`src/rtl/pmSleepPkg.sv`:
```
package pmSleepPkg;
  localparam int unsigned REG_W        = 16;
  localparam int unsigned BYTE_W       = 8;
  localparam int unsigned SCI_BIT      = 0;
  localparam int unsigned RELEASE_BIT  = 2;
  localparam int unsigned TYPE_LSB     = 10;
  localparam int unsigned TYPE_W       = 3;
  localparam int unsigned SLEEP_GO_BIT = 13;

  localparam logic [REG_W-1:0] RESET_VAL = REG_W'(1) << SCI_BIT;
  // Command-only bits that always read as zero
  localparam logic [REG_W-1:0] CMD_MASK =
      (REG_W'(1) << RELEASE_BIT) | (REG_W'(1) << SLEEP_GO_BIT);
  localparam logic [REG_W-1:0] GO_MASK = REG_W'(1) << SLEEP_GO_BIT;

  // Sleep types that mean power-off
  localparam logic [TYPE_W-1:0] OFF_TYPE_A = 3'd6;
  localparam logic [TYPE_W-1:0] OFF_TYPE_B = 3'd7;

  // Strobes from the address decode to the datapath
  typedef struct packed {
    logic loWr;        // write low byte from lane 0
    logic hiWr;        // write high byte
    logic hiFromLane0; // high-byte data arrives on lane 0
    logic loRd;        // drive low byte on lane 0
    logic hiRd;        // drive high byte on lane 1
    logic hiToLane0;   // drive high byte on lane 0
  } laneCmd_t;
endpackage

```
`src/rtl/pmSleepDecode.sv`:
```
module pmSleepDecode
  import pmSleepPkg::*;
#(
  parameter int unsigned ADDR_W     = 4,
  parameter int unsigned REG_OFFSET = 4
) (
  input  logic              wrEn,
  input  logic              rdEn,
  input  logic [ADDR_W-1:0] addr,
  input  logic [1:0]        byteEn,
  output laneCmd_t          cmd
);
  localparam logic [ADDR_W-1:0] LO_ADDR = ADDR_W'(REG_OFFSET);
  localparam logic [ADDR_W-1:0] HI_ADDR = ADDR_W'(REG_OFFSET + 1);

  logic hitLo;
  logic hitHi;

  always_comb begin
    hitLo = (addr == LO_ADDR);
    // upper byte reached directly only as a single lane-0 byte
    hitHi = (addr == HI_ADDR) && (byteEn == 2'b01);

    cmd.loWr        = wrEn & hitLo & byteEn[0];
    cmd.hiWr        = wrEn & ((hitLo & byteEn[1]) | hitHi);
    cmd.hiFromLane0 = wrEn & hitHi;
    cmd.loRd        = rdEn & hitLo & byteEn[0];
    cmd.hiRd        = rdEn & hitLo & byteEn[1];
    cmd.hiToLane0   = rdEn & hitHi;
  end
endmodule

```
`src/rtl/pmSleepRegs.sv`:
```
module pmSleepRegs
  import pmSleepPkg::*;
(
  input  logic             clk,
  input  logic             rstN,
  input  laneCmd_t         cmd,
  input  logic [REG_W-1:0] wrData,
  output logic [REG_W-1:0] rdData,
  output logic             shutdownReq
);
  localparam int unsigned HI_GO_BIT   = SLEEP_GO_BIT - BYTE_W;
  localparam int unsigned HI_TYPE_LSB = TYPE_LSB - BYTE_W;

  logic [REG_W-1:0]  stored;
  logic [REG_W-1:0]  nextWord;
  logic [REG_W-1:0]  visible;
  logic [BYTE_W-1:0] hiByteIn;
  logic [TYPE_W-1:0] hiType;
  logic              fire;

  function automatic logic isOffType(input logic [TYPE_W-1:0] t);
    return (t == OFF_TYPE_A) || (t == OFF_TYPE_B);
  endfunction

  always_comb begin
    hiByteIn = cmd.hiFromLane0 ? wrData[BYTE_W-1:0] : wrData[REG_W-1:BYTE_W];
    hiType   = hiByteIn[HI_TYPE_LSB +: TYPE_W];
    nextWord = stored;
    if (cmd.loWr) nextWord[BYTE_W-1:0]     = wrData[BYTE_W-1:0];
    if (cmd.hiWr) nextWord[REG_W-1:BYTE_W] = hiByteIn;
    // only the shifted high byte can request power-off
    fire = cmd.hiWr && hiByteIn[HI_GO_BIT] && isOffType(hiType);
  end

  always_ff @(posedge clk or negedge rstN) begin
    if (!rstN) begin
      stored      <= RESET_VAL;
      shutdownReq <= 1'b0;
    end else begin
      if (cmd.loWr || cmd.hiWr) stored <= nextWord & ~GO_MASK;
      shutdownReq <= fire;
    end
  end

  always_comb begin
    visible = stored & ~CMD_MASK;
    rdData  = '0;
    if (cmd.loRd)      rdData[BYTE_W-1:0]     = visible[BYTE_W-1:0];
    if (cmd.hiRd)      rdData[REG_W-1:BYTE_W] = visible[REG_W-1:BYTE_W];
    if (cmd.hiToLane0) rdData[BYTE_W-1:0]     = visible[REG_W-1:BYTE_W];
  end


  lo_only_no_pulse_chk: assert property (@(posedge clk) disable iff (!rstN)
    (cmd.loWr && !cmd.hiWr) |=> !shutdownReq);


  lo_keeps_upper_chk: assert property (@(posedge clk) disable iff (!rstN)
    (cmd.loWr && !cmd.hiWr) |=> (stored[REG_W-1:BYTE_W] == $past(stored[REG_W-1:BYTE_W])));


  hi_keeps_lower_chk: assert property (@(posedge clk) disable iff (!rstN)
    (cmd.hiWr && !cmd.loWr) |=> (stored[BYTE_W-1:0] == $past(stored[BYTE_W-1:0])));


  idle_stable_chk: assert property (@(posedge clk) disable iff (!rstN)
    !(cmd.loWr || cmd.hiWr) |=> $stable(stored));


  single_pulse_chk: assert property (@(posedge clk) disable iff (!rstN)
    (shutdownReq && !cmd.hiWr) |=> !shutdownReq);


  pulse_source_chk: assert property (@(posedge clk) disable iff (!rstN)
    $rose(shutdownReq) |-> $past(cmd.hiWr));


  lane0_exclusive_chk: assert property (@(posedge clk) disable iff (!rstN)
    cmd.hiFromLane0 |-> (cmd.hiWr && !cmd.loWr));
endmodule

```
`src/rtl/pmSleepCtl.sv`:
```
module pmSleepCtl
  import pmSleepPkg::*;
#(
  parameter int unsigned ADDR_W     = 4,
  parameter int unsigned REG_OFFSET = 4
) (
  input  logic              clk,
  input  logic              rstN,
  input  logic              wrEn,
  input  logic              rdEn,
  input  logic [ADDR_W-1:0] addr,
  input  logic [1:0]        byteEn,
  input  logic [15:0]       wrData,
  output logic [15:0]       rdData,
  output logic              shutdownReq
);
  laneCmd_t cmd;

  pmSleepDecode #(
    .ADDR_W     (ADDR_W),
    .REG_OFFSET (REG_OFFSET)
  ) uDecode (
    .wrEn   (wrEn),
    .rdEn   (rdEn),
    .addr   (addr),
    .byteEn (byteEn),
    .cmd    (cmd)
  );

  pmSleepRegs uRegs (
    .clk         (clk),
    .rstN        (rstN),
    .cmd         (cmd),
    .wrData      (wrData),
    .rdData      (rdData),
    .shutdownReq (shutdownReq)
  );


  idle_read_zero_chk: assert property (@(posedge clk) disable iff (!rstN)
    !rdEn |-> (rdData == 16'h0000));
endmodule

```
`config.mk`:
```
export PLATFORM = sky130hd
export DESIGN_NAME = pmSleepCtl
export DESIGN_NICKNAME = d
export VERILOG_FILES = /design/src/rtl/pmSleepPkg.sv /design/src/rtl/pmSleepDecode.sv /design/src/rtl/pmSleepRegs.sv /design/src/rtl/pmSleepCtl.sv
export SDC_FILE = /design/constraint.sdc
export NUM_CORES = 1
export LEC_CHECK = 0
export BUFFER_PORTS_ARGS = -buffer_cell sky130_fd_sc_hd__buf_2
export CORE_ASPECT_RATIO = 0.7
export CORE_UTILIZATION = 40
export DETAILED_ROUTE_END_ITERATION = 10
export HOLD_SLACK_MARGIN = 0.03
export PLACE_DENSITY_LB_ADDON = 0.1
export SLEW_MARGIN = 20
export SYNTH_ARGS = -nofsm -noshare
export SYNTH_HDL_FRONTEND = slang
export SYNTH_SLANG_ARGS = --single-unit
```
`constraint.sdc`:
```
create_clock -name clk -period 0.9 [get_ports clk]
set_input_delay 0.09 -clock clk [delete_from_list [all_inputs] [get_ports clk]]
set_output_delay 0.09 -clock clk [all_outputs]
set_load 0.03 [all_outputs]
```
### Word-level counts from Yosys, hierarchy flattened

Cells that the tools add are included.
Widths: inputs -> output; s select.

| word-level totals | value |
|---|---|
| bits in registers | 16 |
| logic and storage cells | 29 |
| output and inout port bits | 17 |
| input port bits | 26 |

| cells by class | value |
|---|---|
| muxes and demuxes | 4 |
| bitwise operators | 10 |
| reductions and logical operators | 7 |
| equality and inequality tests | 5 |

Operators with widths:

| cell | count |
|---|---|
| $mux 8 | 4 |
| $and 1x1->1 | 9 |
| $eq 4x3->1 const B | 2 |
| $eq 3x3->1 const B | 2 |
| $reduce_and 2->1 | 2 |
| $logic_and 1x1->1 | 3 |
| $eq 2x1->1 const B | 1 |
| $logic_or 1x1->1 | 2 |
| $or 1x1->1 | 1 |

### Depth between registers and ports, before layout

Gate-level depths: netlist (run 1).

| logic depth | value |
|---|---|
| depth after elaboration | 7 |
| depth in mapped cells | 4 |
| mapped depth without buffers | 3 |

### Modules after synthesis

Synthesis (run 1) repeated with hierarchy kept, for this count alone.

| unflattened totals | value |
|---|---|
| cells, all modules | 81 |
| area, all modules | 874.6 µm² |

Modules (own cells, without submodules):

| module | cells an instance | instances | seq. area each (µm²) | area an instance (µm²) |
|---|---|---|---|---|
| pmSleepRegs | 70 | 1 | 376.6 | 788.3 |
| pmSleepDecode | 11 | 1 | 0.0 | 86.3 |

### Least setup slack after synthesis (run 1)

Ideal clock, no wire load.

| timing path | value |
|---|---|
| kind | input to output |
| start point | input addr[3] |
| end point | output rdData[0] |
| path slack | -250 ps |
| data arrival time | 1,060 ps |
| path buffers | 1 |
| stages on the path | 4 |
| path through | nor4b_4 -> and3_1 -> buf_2 -> a22o_1 |

| between the ends | value |
|---|---|
| cells in the longest elaborated chain, start to end | 5 |

RTL lines:

| what | RTL line | text |
|---|---|---|
| from (decl) | pmSleepCtl.sv:11 | `input logic [ADDR_W-1:0] addr,` |
| $eq 4x3->1 | pmSleepDecode.sv:20 | `hitLo = (addr == LO_ADDR);` |
| $and 1x1->1 (2 in a row) | pmSleepDecode.sv:27 | `cmd.loRd = rdEn & hitLo & byteEn[0];` |
| $mux 8 | pmSleepRegs.sv:48 | `if (cmd.loRd) rdData[BYTE_W-1:0] = visible[BYTE_W-1:0];` |
| $mux 8 (*) | pmSleepRegs.sv:50 | `if (cmd.hiToLane0) rdData[BYTE_W-1:0] = visible[REG_W-1:BYTE_W];` |
| to (decl) | pmSleepCtl.sv:14 | `output logic [15:0] rdData,` |

Every way passes the cells marked *; elsewhere a longest branch is shown, timed or not.

### Worst setup path in the final report (run 1)

| timing path | value |
|---|---|
| start point | input addr[0] |
| end point | output rdData[1] |

The elaborated chain is that of the path after synthesis.

==> results of run 1 <==
-- through the flow --
| stage | util | setup TNS (ns) | total power [uW] | area [um2] |
|---|---|---|---|---|
| 6_report | 0.762 | -4.35 | 1800 | 1490 |
| 5_1_grt | 0.762 | -5.37 | 1900 | 1490 |
| 4_1_cts | 0.751 | -4.23 | 1780 | 1470 |
| 3_5_place_dp | 0.656 | -10.29 | 1350 | 1280 |
| 3_3_place_gp | 0.656 | -9.54 | 1330 | 1280 |
| 2_1_floorplan | - | -2.12 | 1160 | 965 |
-- flip-flops by register name, summed over array words and instances, names as in the netlist --
register	flops
uRegs.stored	14
uRegs.shutdownReq	1
-- kinds of logic after synthesis --
family | after synthesis
compound gates | 22
buf+inv | 7
flops | 15
mux | 7
other cells | 1
simple gates | 23
-- cell usage in the layout, fill, tap and decap left out --
cell	n
o2bb2ai_1	1
clkbuf_4	3
nand4bb_1	1
nand3_4	1
nand3_1	2
buf_12	1
nand3b_4	1
buf_6	17
a21boi_4	1
a2bb2oi_2	3
o22ai_1	7
mux2_4	1
clkinv_2	1
inv_1	3
and4bb_1	1
and2_4	9
dlygate4sd3_1	1
nor3b_1	1
buf_4	16
dfrtp_1	14
a2bb2oi_1	3
buf_8	1
a22o_4	6
buf_2	23
and3_4	2
mux2_2	6
conb_1	1
o21a_1	1
nand2b_1	1
nor4b_4	1
nor3_1	2
nor2_4	1
dfstp_2	1
-- final timing paths --
kind	depth (start not counted)	startpoint	slack [ns]	to
worst min register to register	1	uRegs.stored[5]	0.53	uRegs.stored[5]
worst max-delay path	6	addr[0]	-0.31	rdData[1]
worst min-delay path	2	wrData[4]	0.05	uRegs.stored[4]
worst max register to register	1	uRegs.stored[3]	0.11	uRegs.stored[3]
min in group asynchronous	2	rstN	0.24	uRegs.stored[14]
max in group asynchronous	2	rstN	0.36	uRegs.stored[0]
-- timing repair --
item | in CTS | in global routing
endpoints found under the setup margin | 24 | 25
hold endpoints to repair | 15 | 0
setup buffers | 4 | 0
pin swaps | 10 | 5
gates resized for setup | 38 | 4
hold buffers | 1 | 0
-- metal layers --
layer	GRT usage	up-vias	wire length (um)
met1	0.285	401	1160
met4	0.0357	0	6
met3	0.0599	2	114
met2	0.410	30	1220
li1	-	405	-
met5	0	-	0
-- layout make-up --
cell class / instances / area share
sequential: 15 / 0.253
multi-input combinational: 53 / 0.385
tap: 22 / 0.0185
clock buffer: 3 / 0.0151
timing repair buffer: 59 / 0.317
inverter: 3 / 0.00757
clock inverter: 1 / 0.00336
-- power breakdown --
part | internal, uW | switching (uW) | total, uW
Clock | 165 | 219 | 384
Sequential | 827 | 143 | 970
Combinational | 274 | 171 | 445
Total | 1270 | 534 | 1800
==> flow_summary.yaml, run 1 <==
synth:
  synth-seq-cells: 15
  synthFlopType: "dfrtp_1"
  ys_top_cells_by_area: "dfrtp_1, mux2_2, and2_1"
  synthArstFlopShare: 1.00
  synth_warnings: 0
  synth.top_cells.by_count: "dfrtp_1, and2_1, mux2_2, o22ai_1"
  synth_mux_area_frac: 0.0909
  syn_nets: 101
  synth_top_area_frac: 0.404
  yosys.area_share.simple: 0.212
  syn-instance-count: 75
  ys_seq_area_frac: 0.434
  synth_cell_type_count: 27
  synthXorXnorAreaFrac: 0
  synth_edf_count: 0
  synthAdderAreaFrac: 0
  synth_top_family_by_area: "compound AO/OA/AOI/OAI gates"
  synth_compound_area_frac: 0.212
  yosys.area.top_type: "dfrtp_1"
  syn_area_um2: 867
  synth.most_common_cell: "dfrtp_1"
  avgSynthCellArea_um2: 11.6
die:
  dieArea_um2: 2360
  io-pin-count: 43
  fp.dieH_um: 41.0
  fp-row-count: 13
  core_area_um2: 1950
  start_util: 0.444
  fp.dieW_um: 57.7
setup_path:
  critical_path_class: "in2out"
  critPathBufInv: 3
  critPathRequiredTime_ns: 0.81
  path_delay_family: "simple AND/OR/NAND/NOR gates"
  crit_chain: "buf_8 -> nor4b_4 -> and3_4 -> buf_12 -> a22o_4 -> buf_6"
  startpoint_type: "input pin"
  slowest_delay_ns: 0.31
  crit_fanout: 6
  cpMaxStageDelayCell: "nor4b_4"
  endpoint_kind: "output pin"
  worst-endpoint-arrival_ns: 1.12
sta:
  setup_slack_ns: -0.308
  fin_crit_sh: 1.34
  setup_viol: 23
  hold_viol_final: 0
  slew_viol_final: 0
  fin_hold_ws_ns: 0.0471
  clock.fmax_ghz: 0.828
  min_period_ns: 1.21
  rsz0062_at_grt: "yes"
  clock_skew_ns: 0
status:
  outcome: "finished with violations"
  violations: "design-rule violations, negative setup slack"
placed_design:
  dp_slack_ns: -0.416
  gp_congestion: 0.758
  port_buffers: 41
  place_inst: 148
  dp_hpwl_mm: 1.85
clock_tree:
  clock_latency_ns: 0.28
  tritoncts: "done"
  htreeDepth: 1
  clock-sinks: 15
  cts_root_buf: "clkbuf_4"
  numCtsBuffers: 3
  cts_buffer_depth: 2
  clk_pin_slew_worst_paths_ns: 0.09
grt:
  grt_max_degree: 16
  globalRouteOverflowTotal: 0
  grt_pass1_wl_mm: 3.82
  antenna_found_initial: 0
  gr-usage-all-layers: 0.226
  grt_pass1_vias: 780
run:
  maxCapViolations: 0
routing:
  vias: 838
  vias_per_cell: 5.37
  first_pass_iters: 7
  wl_per_cell_um: 16.0
  dr.first_iter.drc_count: 24
  ant_nets: 0
  drc: 3
  wl_mm: 2.50
power:
  p_leak_uw: 0.000740
  vdd_drop_max_mv: 0.969
  power_density_nw_per_um2: 1210
min_path:
  worstHoldPathType: "in2reg"
layout:
  drive_above_1_share: 0.709
  fin_nets: 161
  syn_to_final_growth_pct: 71.6
  multi_input_area_um2: 573
  regArea_um2: 377
  diodes: 0
  fill_cells: 141
  layout.cells.non_filler: 156
Power figures use the tool's default switching activity.
==> inputs of run 2 (changes only) <==
CELL_PAD_IN_SITES_DETAIL_PLACEMENT = 0   (was unset)
CELL_PAD_IN_SITES_GLOBAL_PLACEMENT = 1   (was unset)
CORE_UTILIZATION = 30   (was 40)
==> run 2 against run 1 <==
The flow finishes with violations (negative setup slack). Via count shrank 2.5%. Critical path depth down 1. Sequential power hardly changed. Clock-buffer cell count is the same. Final cell count grew 5.8%. Worst setup slack got worse by 0.011 ns. Flip-flop and latch count unchanged. Clock skew stayed put.
==> flow_summary.yaml, run 2 (same netlist as run 1, synthesis figures left out) <==
routing:
  wl_mm: 2.47
  wl_per_cell_um: 14.9
  drc: 0
  vias: 817
  ant_nets: 0
  vias_per_cell: 4.95
  first_pass_iters: 4
  dr.first_iter.drc_count: 16
die:
  fp-row-count: 15
  fp.dieH_um: 47.0
  dieArea_um2: 3110
  fp.dieW_um: 66.3
  io-pin-count: 43
  core_area_um2: 2590
  start_util: 0.335
clock_tree:
  cts_root_buf: "clkbuf_8"
  htreeDepth: 1
  clock_latency_ns: 0.24
  tritoncts: "done"
  numCtsBuffers: 3
  clk_pin_slew_worst_paths_ns: 0.06
  cts_buffer_depth: 2
  clock-sinks: 15
min_path:
  hp-start: "wrData[7]"
  worstHoldPathType: "in2reg"
setup_path:
  startpoint: "addr[3]"
  endpoint_kind: "output pin"
  cpMaxStageDelayCell: "and3_4"
  crit_chain: "buf_8 -> nor4b_4 -> and3_4 -> and2_4 -> buf_6"
  worst-endpoint-arrival_ns: 1.13
  critPathRequiredTime_ns: 0.81
  critical_path_class: "in2out"
  startpoint_type: "input pin"
  reg2reg_from: "uRegs.stored[4]"
  crit_fanout: 7
  slowest_delay_ns: 0.33
layout:
  fill_cells: 230
  fin_area_um2: 1510
  reg.largest.list: "uRegs.stored x14, uRegs.shutdownReq x1"
  drive_above_1_share: 0.718
  final_core_util: 0.582
  syn_to_final_growth_pct: 73.9
  fin_nets: 158
  diodes: 0
  multi_input_area_um2: 587
  layout_commonest_cell: "buf_2"
  largest_reg_flops: 14
  regArea_um2: 377
  layout_common_cells: "buf_2, buf_6, dfrtp_1"
  regMostFlops: "uRegs.stored"
grt:
  globalRouteOverflowTotal: 0
  gr-usage-all-layers: 0.176
  grt_pass1_vias: 848
  grt_pass1_wl_mm: 3.95
  antenna_found_initial: 0
  grt_max_degree: 16
sta:
  clock.fmax_ghz: 0.820
  setup_viol: 22
  min_period_ns: 1.22
  hold_viol_final: 0
  clock_skew_ns: 0
  rsz0062_at_grt: "yes"
  slew_viol_final: 0
  fin_crit_sh: 1.35
  setup_slack_ns: -0.319
power:
  p_clk_frac: 0.276
  p_leak_uw: 0.000742
  vdd_drop_max_mv: 0.745
  p_int_uw: 1400
  seqPwrFrac: 0.502
  power_density_nw_per_um2: 1280
  swShare: 0.278
  combPwrFrac: 0.222
  p_switching_uw: 537
placed_design:
  port_buffers: 41
  gp_congestion: 0.816
  dp_slack_ns: -0.401
  place_area_um2: 1290
run:
  maxCapViolations: 0
status:
  outcome: "finished with violations"
  violations: "negative setup slack"
-- run 2: final timing paths --
kind                                    end  cells after the start  slack, ns
min reg2reg                 uRegs.stored[5]                      1       0.51
min                         uRegs.stored[7]                      2       0.09
max in group asynchronous   uRegs.stored[0]                      2       0.31
min in group asynchronous  uRegs.stored[14]                      2       0.29
max                               rdData[5]                      5      -0.32
max reg2reg                 uRegs.stored[4]                      1       0.12
-- run 2: routing by layer --
metal  vias up  wire, um  share of wire  global-route usage
li1        398         -              -                   -
met5         -         0              0                   0
met2        23      1200           0.49               0.308
met3         0       115          0.047              0.0461
met4         0         0              0              0.0255
met1       396      1150           0.46               0.229
-- run 2: critical path, delay by kind of cell --
family                 cells  cell delay [ns]
and+or+nand+nor            3             0.82
buffers and inverters      2             0.22
-- run 2: what timing repair did --
action | in CTS | in global routing
hold buffers | 1 | 0
pin swaps | 11 | 4
endpoints found under the setup margin | 27 | 29
endpoints found under the hold margin | 14 | 0
buffers inserted | 1 | 1
gates resized for setup | 38 | 10
-- run 2: cell type report --
class	instances	share of cell area
multi-input cells	53	0.389
inverters	3	0.00747
flip-flops and latches	15	0.250
well taps	34	0.0282
clock buffers	3	0.0274
clock inverters	1	0.00332
repair buffers	56	0.295
-- run 2: through the flow --
stage | setup TNS (ns) | power (uW) | std cells | hold slack, ns
after floorplan | -2.12 | 1160 | 75 | -0.206
after global placement | -9.32 | 1320 | 160 | 0.0148
after detailed placement | -9.96 | 1340 | 160 | 0.0144
after CTS | -4.73 | 1920 | 164 | 0.0873
after global routing | -5.62 | 2040 | 165 | 0.0962
final | -4.79 | 1930 | 165 | 0.0930
-- run 2: power groups by stage --
stage	clock, uW	sequential, uW	combinational, uW
3_5_place_dp	0	970	371
2_1_floorplan	0	938	223
5_1_grt	586	992	463
3_3_place_gp	0	961	361
6_report	534	970	428
4_1_cts	559	961	398
==> inputs of run 3 (changes only) <==
ABC_CLOCK_PERIOD_IN_PS = 900   (was unset)
BUFFER_PORTS_ARGS = unset   (was -buffer_cell sky130_fd_sc_hd__buf_2)
CORE_UTILIZATION = 40   (was 30)
CTS_CLUSTER_DIAMETER = 60   (was unset)
DONT_BUFFER_PORTS = 1   (was unset)
==> run 3 against run 2 <==
The flow finishes with violations (design-rule violations, negative setup slack). Wire length fell by 4.6%. Critical path depth is 4 lower. Sequential share of layout area up 5.3 points. Hold slack worse by 0.044 ns.
==> flow_summary.yaml, run 3 (same netlist as run 1, synthesis figures left out) <==
routing:
  wl_mm: 2.35
  wl_per_cell_um: 18.8
  vias_per_cell: 5.82
  vias: 727
  ant_nets: 0
  first_pass_iters: 7
  drc: 3
  dr.first_iter.drc_count: 26
sta:
  setup_slack_ns: -0.196
  tightest_slew_ns: 0.665
  clock_skew_ns: 0
  slew_headroom: 0.555
  slew_viol_final: 0
  fin_hold_ws_ns: 0.0486
  fin_crit_sh: 1.22
  setup_viol: 16
  hold_viol_final: 0
  min_period_ns: 1.10
  clock.fmax_ghz: 0.912
  rsz0062_at_grt: "yes"
layout:
  fill_cells: 170
  layout_commonest_cell: "dlygate4sd3_1"
  regArea_um2: 378
  syn_to_final_growth_pct: 43.9
  largest_reg_flops: 14
  regMostFlops: "uRegs.stored"
  layout.cells.non_filler: 125
  final_core_util: 0.639
  multi_input_area_um2: 551
  diodes: 0
  reg.largest.list: "uRegs.stored x14, uRegs.shutdownReq x1"
  layout_common_cells: "dlygate4sd3_1, dfrtp_1, buf_4"
  drive_above_1_share: 0.447
  fin_nets: 130
grt:
  gr-usage-all-layers: 0.219
  antenna_found_initial: 0
  globalRouteOverflowTotal: 0
  grt_max_degree: 16
  grt_pass1_wl_mm: 3.61
  grt_pass1_vias: 685
clock_tree:
  cts_root_buf: "clkbuf_4"
  clock_latency_ns: 0.28
  numCtsBuffers: 3
  htreeDepth: 1
  clk_pin_slew_worst_paths_ns: 0.09
  tritoncts: "done"
  clock-sinks: 15
  cts_buffer_depth: 2
setup_path:
  crit_chain: "a22o_4"
  cpMaxStageDelayCell: "dfstp_2"
  critical_path_class: "reg2out"
  path_delay_family: "flip-flops"
  startpoint_type: "flop"
  critPathRequiredTime_ns: 0.81
  critPathBufInv: 0
  worst-endpoint-arrival_ns: 1.01
  slowest_delay_ns: 0.55
  crit_fanout: 2
  endpoint_kind: "output pin"
power:
  p_leak_uw: 0.000561
  vdd_drop_max_mv: 0.655
  combPwrFrac: 0.233
  p_int_uw: 1270
  swShare: 0.274
  power_density_nw_per_um2: 1400
  p_clk_frac: 0.220
  p_switching_uw: 480
  seqPwrFrac: 0.546
placed_design:
  dp_hpwl_mm: 1.63
  dp_slack_ns: -0.161
  place_inst: 102
  gp_congestion: 0.696
  port_buffers: 0
min_path:
  worstHoldPathType: "in2reg"
run:
  maxCapViolations: 0
die:
  fp.dieW_um: 57.7
  io-pin-count: 43
  fp.dieH_um: 41.0
  core_area_um2: 1950
  start_util: 0.444
  dieArea_um2: 2360
  fp-row-count: 13
status:
  violations: "design-rule violations, negative setup slack"
  outcome: "finished with violations"
-- run 3: cell count changes in the layout (fill, tap and decap cells not counted), sizes merged --
cell         before  now
dlygate4sd3       1   16
buf              55   12
clkinv            1    0
clkbuf            3    4
-- run 3: metrics by stage --
stage	total power, uW	setup TNS, ns	area [um2]
after detailed placement	1220	-3.02	1040
after global placement	1210	-2.79	1040
final	1750	-1.79	1250
after CTS	1710	-1.86	1230
after global routing	1860	-2.67	1250
after floorplan	1160	-2.12	965
-- run 3: layer usage --
layer	global-route usage	wire [um]	share of wire
met2	0.355	1080	0.46
met3	0.0789	174	0.074
met1	0.292	1090	0.46
met4	0.0357	10	0.0043
met5	0	0	0
-- run 3: path summary, 6_finish.rpt --
kind,startpoint,end,slack [ns],cells past startpoint
min reg2reg,uRegs.stored[5],uRegs.stored[5],0.53,1
min in group asynchronous,rstN,uRegs.stored[12],0.27,1
max in group asynchronous,rstN,uRegs.shutdownReq,0.17,1
max reg2reg,uRegs.stored[15],uRegs.stored[15],-0.02,3
max,uRegs.stored[0],rdData[0],-0.20,1
min,wrData[2],uRegs.stored[10],0.05,2
-- run 3: power groups by stage --
stage,sequential [uW],combinational [uW],clock (uW)
detailed placement,967,255,0
floorplan,938,223,0
finish,956,408,385
CTS,950,364,399
global route,974,446,442
global placement,963,249,0
-- run 3: final cells by class --
cell class	count	area share
timing repair buffer	28	0.204
sequential	15	0.303
tap	22	0.0221
multi-input combinational	53	0.441
inverter	3	0.00903
clock buffer	4	0.0211
-- run 3: timing repair --
action	4_1_cts	5_1_grt
endpoints found under the hold margin	29	0
buffers inserted	2	2
pin swaps	9	3
endpoints found under the setup margin	15	16
cloned	0	0
gates resized for setup	2	2
hold buffers	16	0
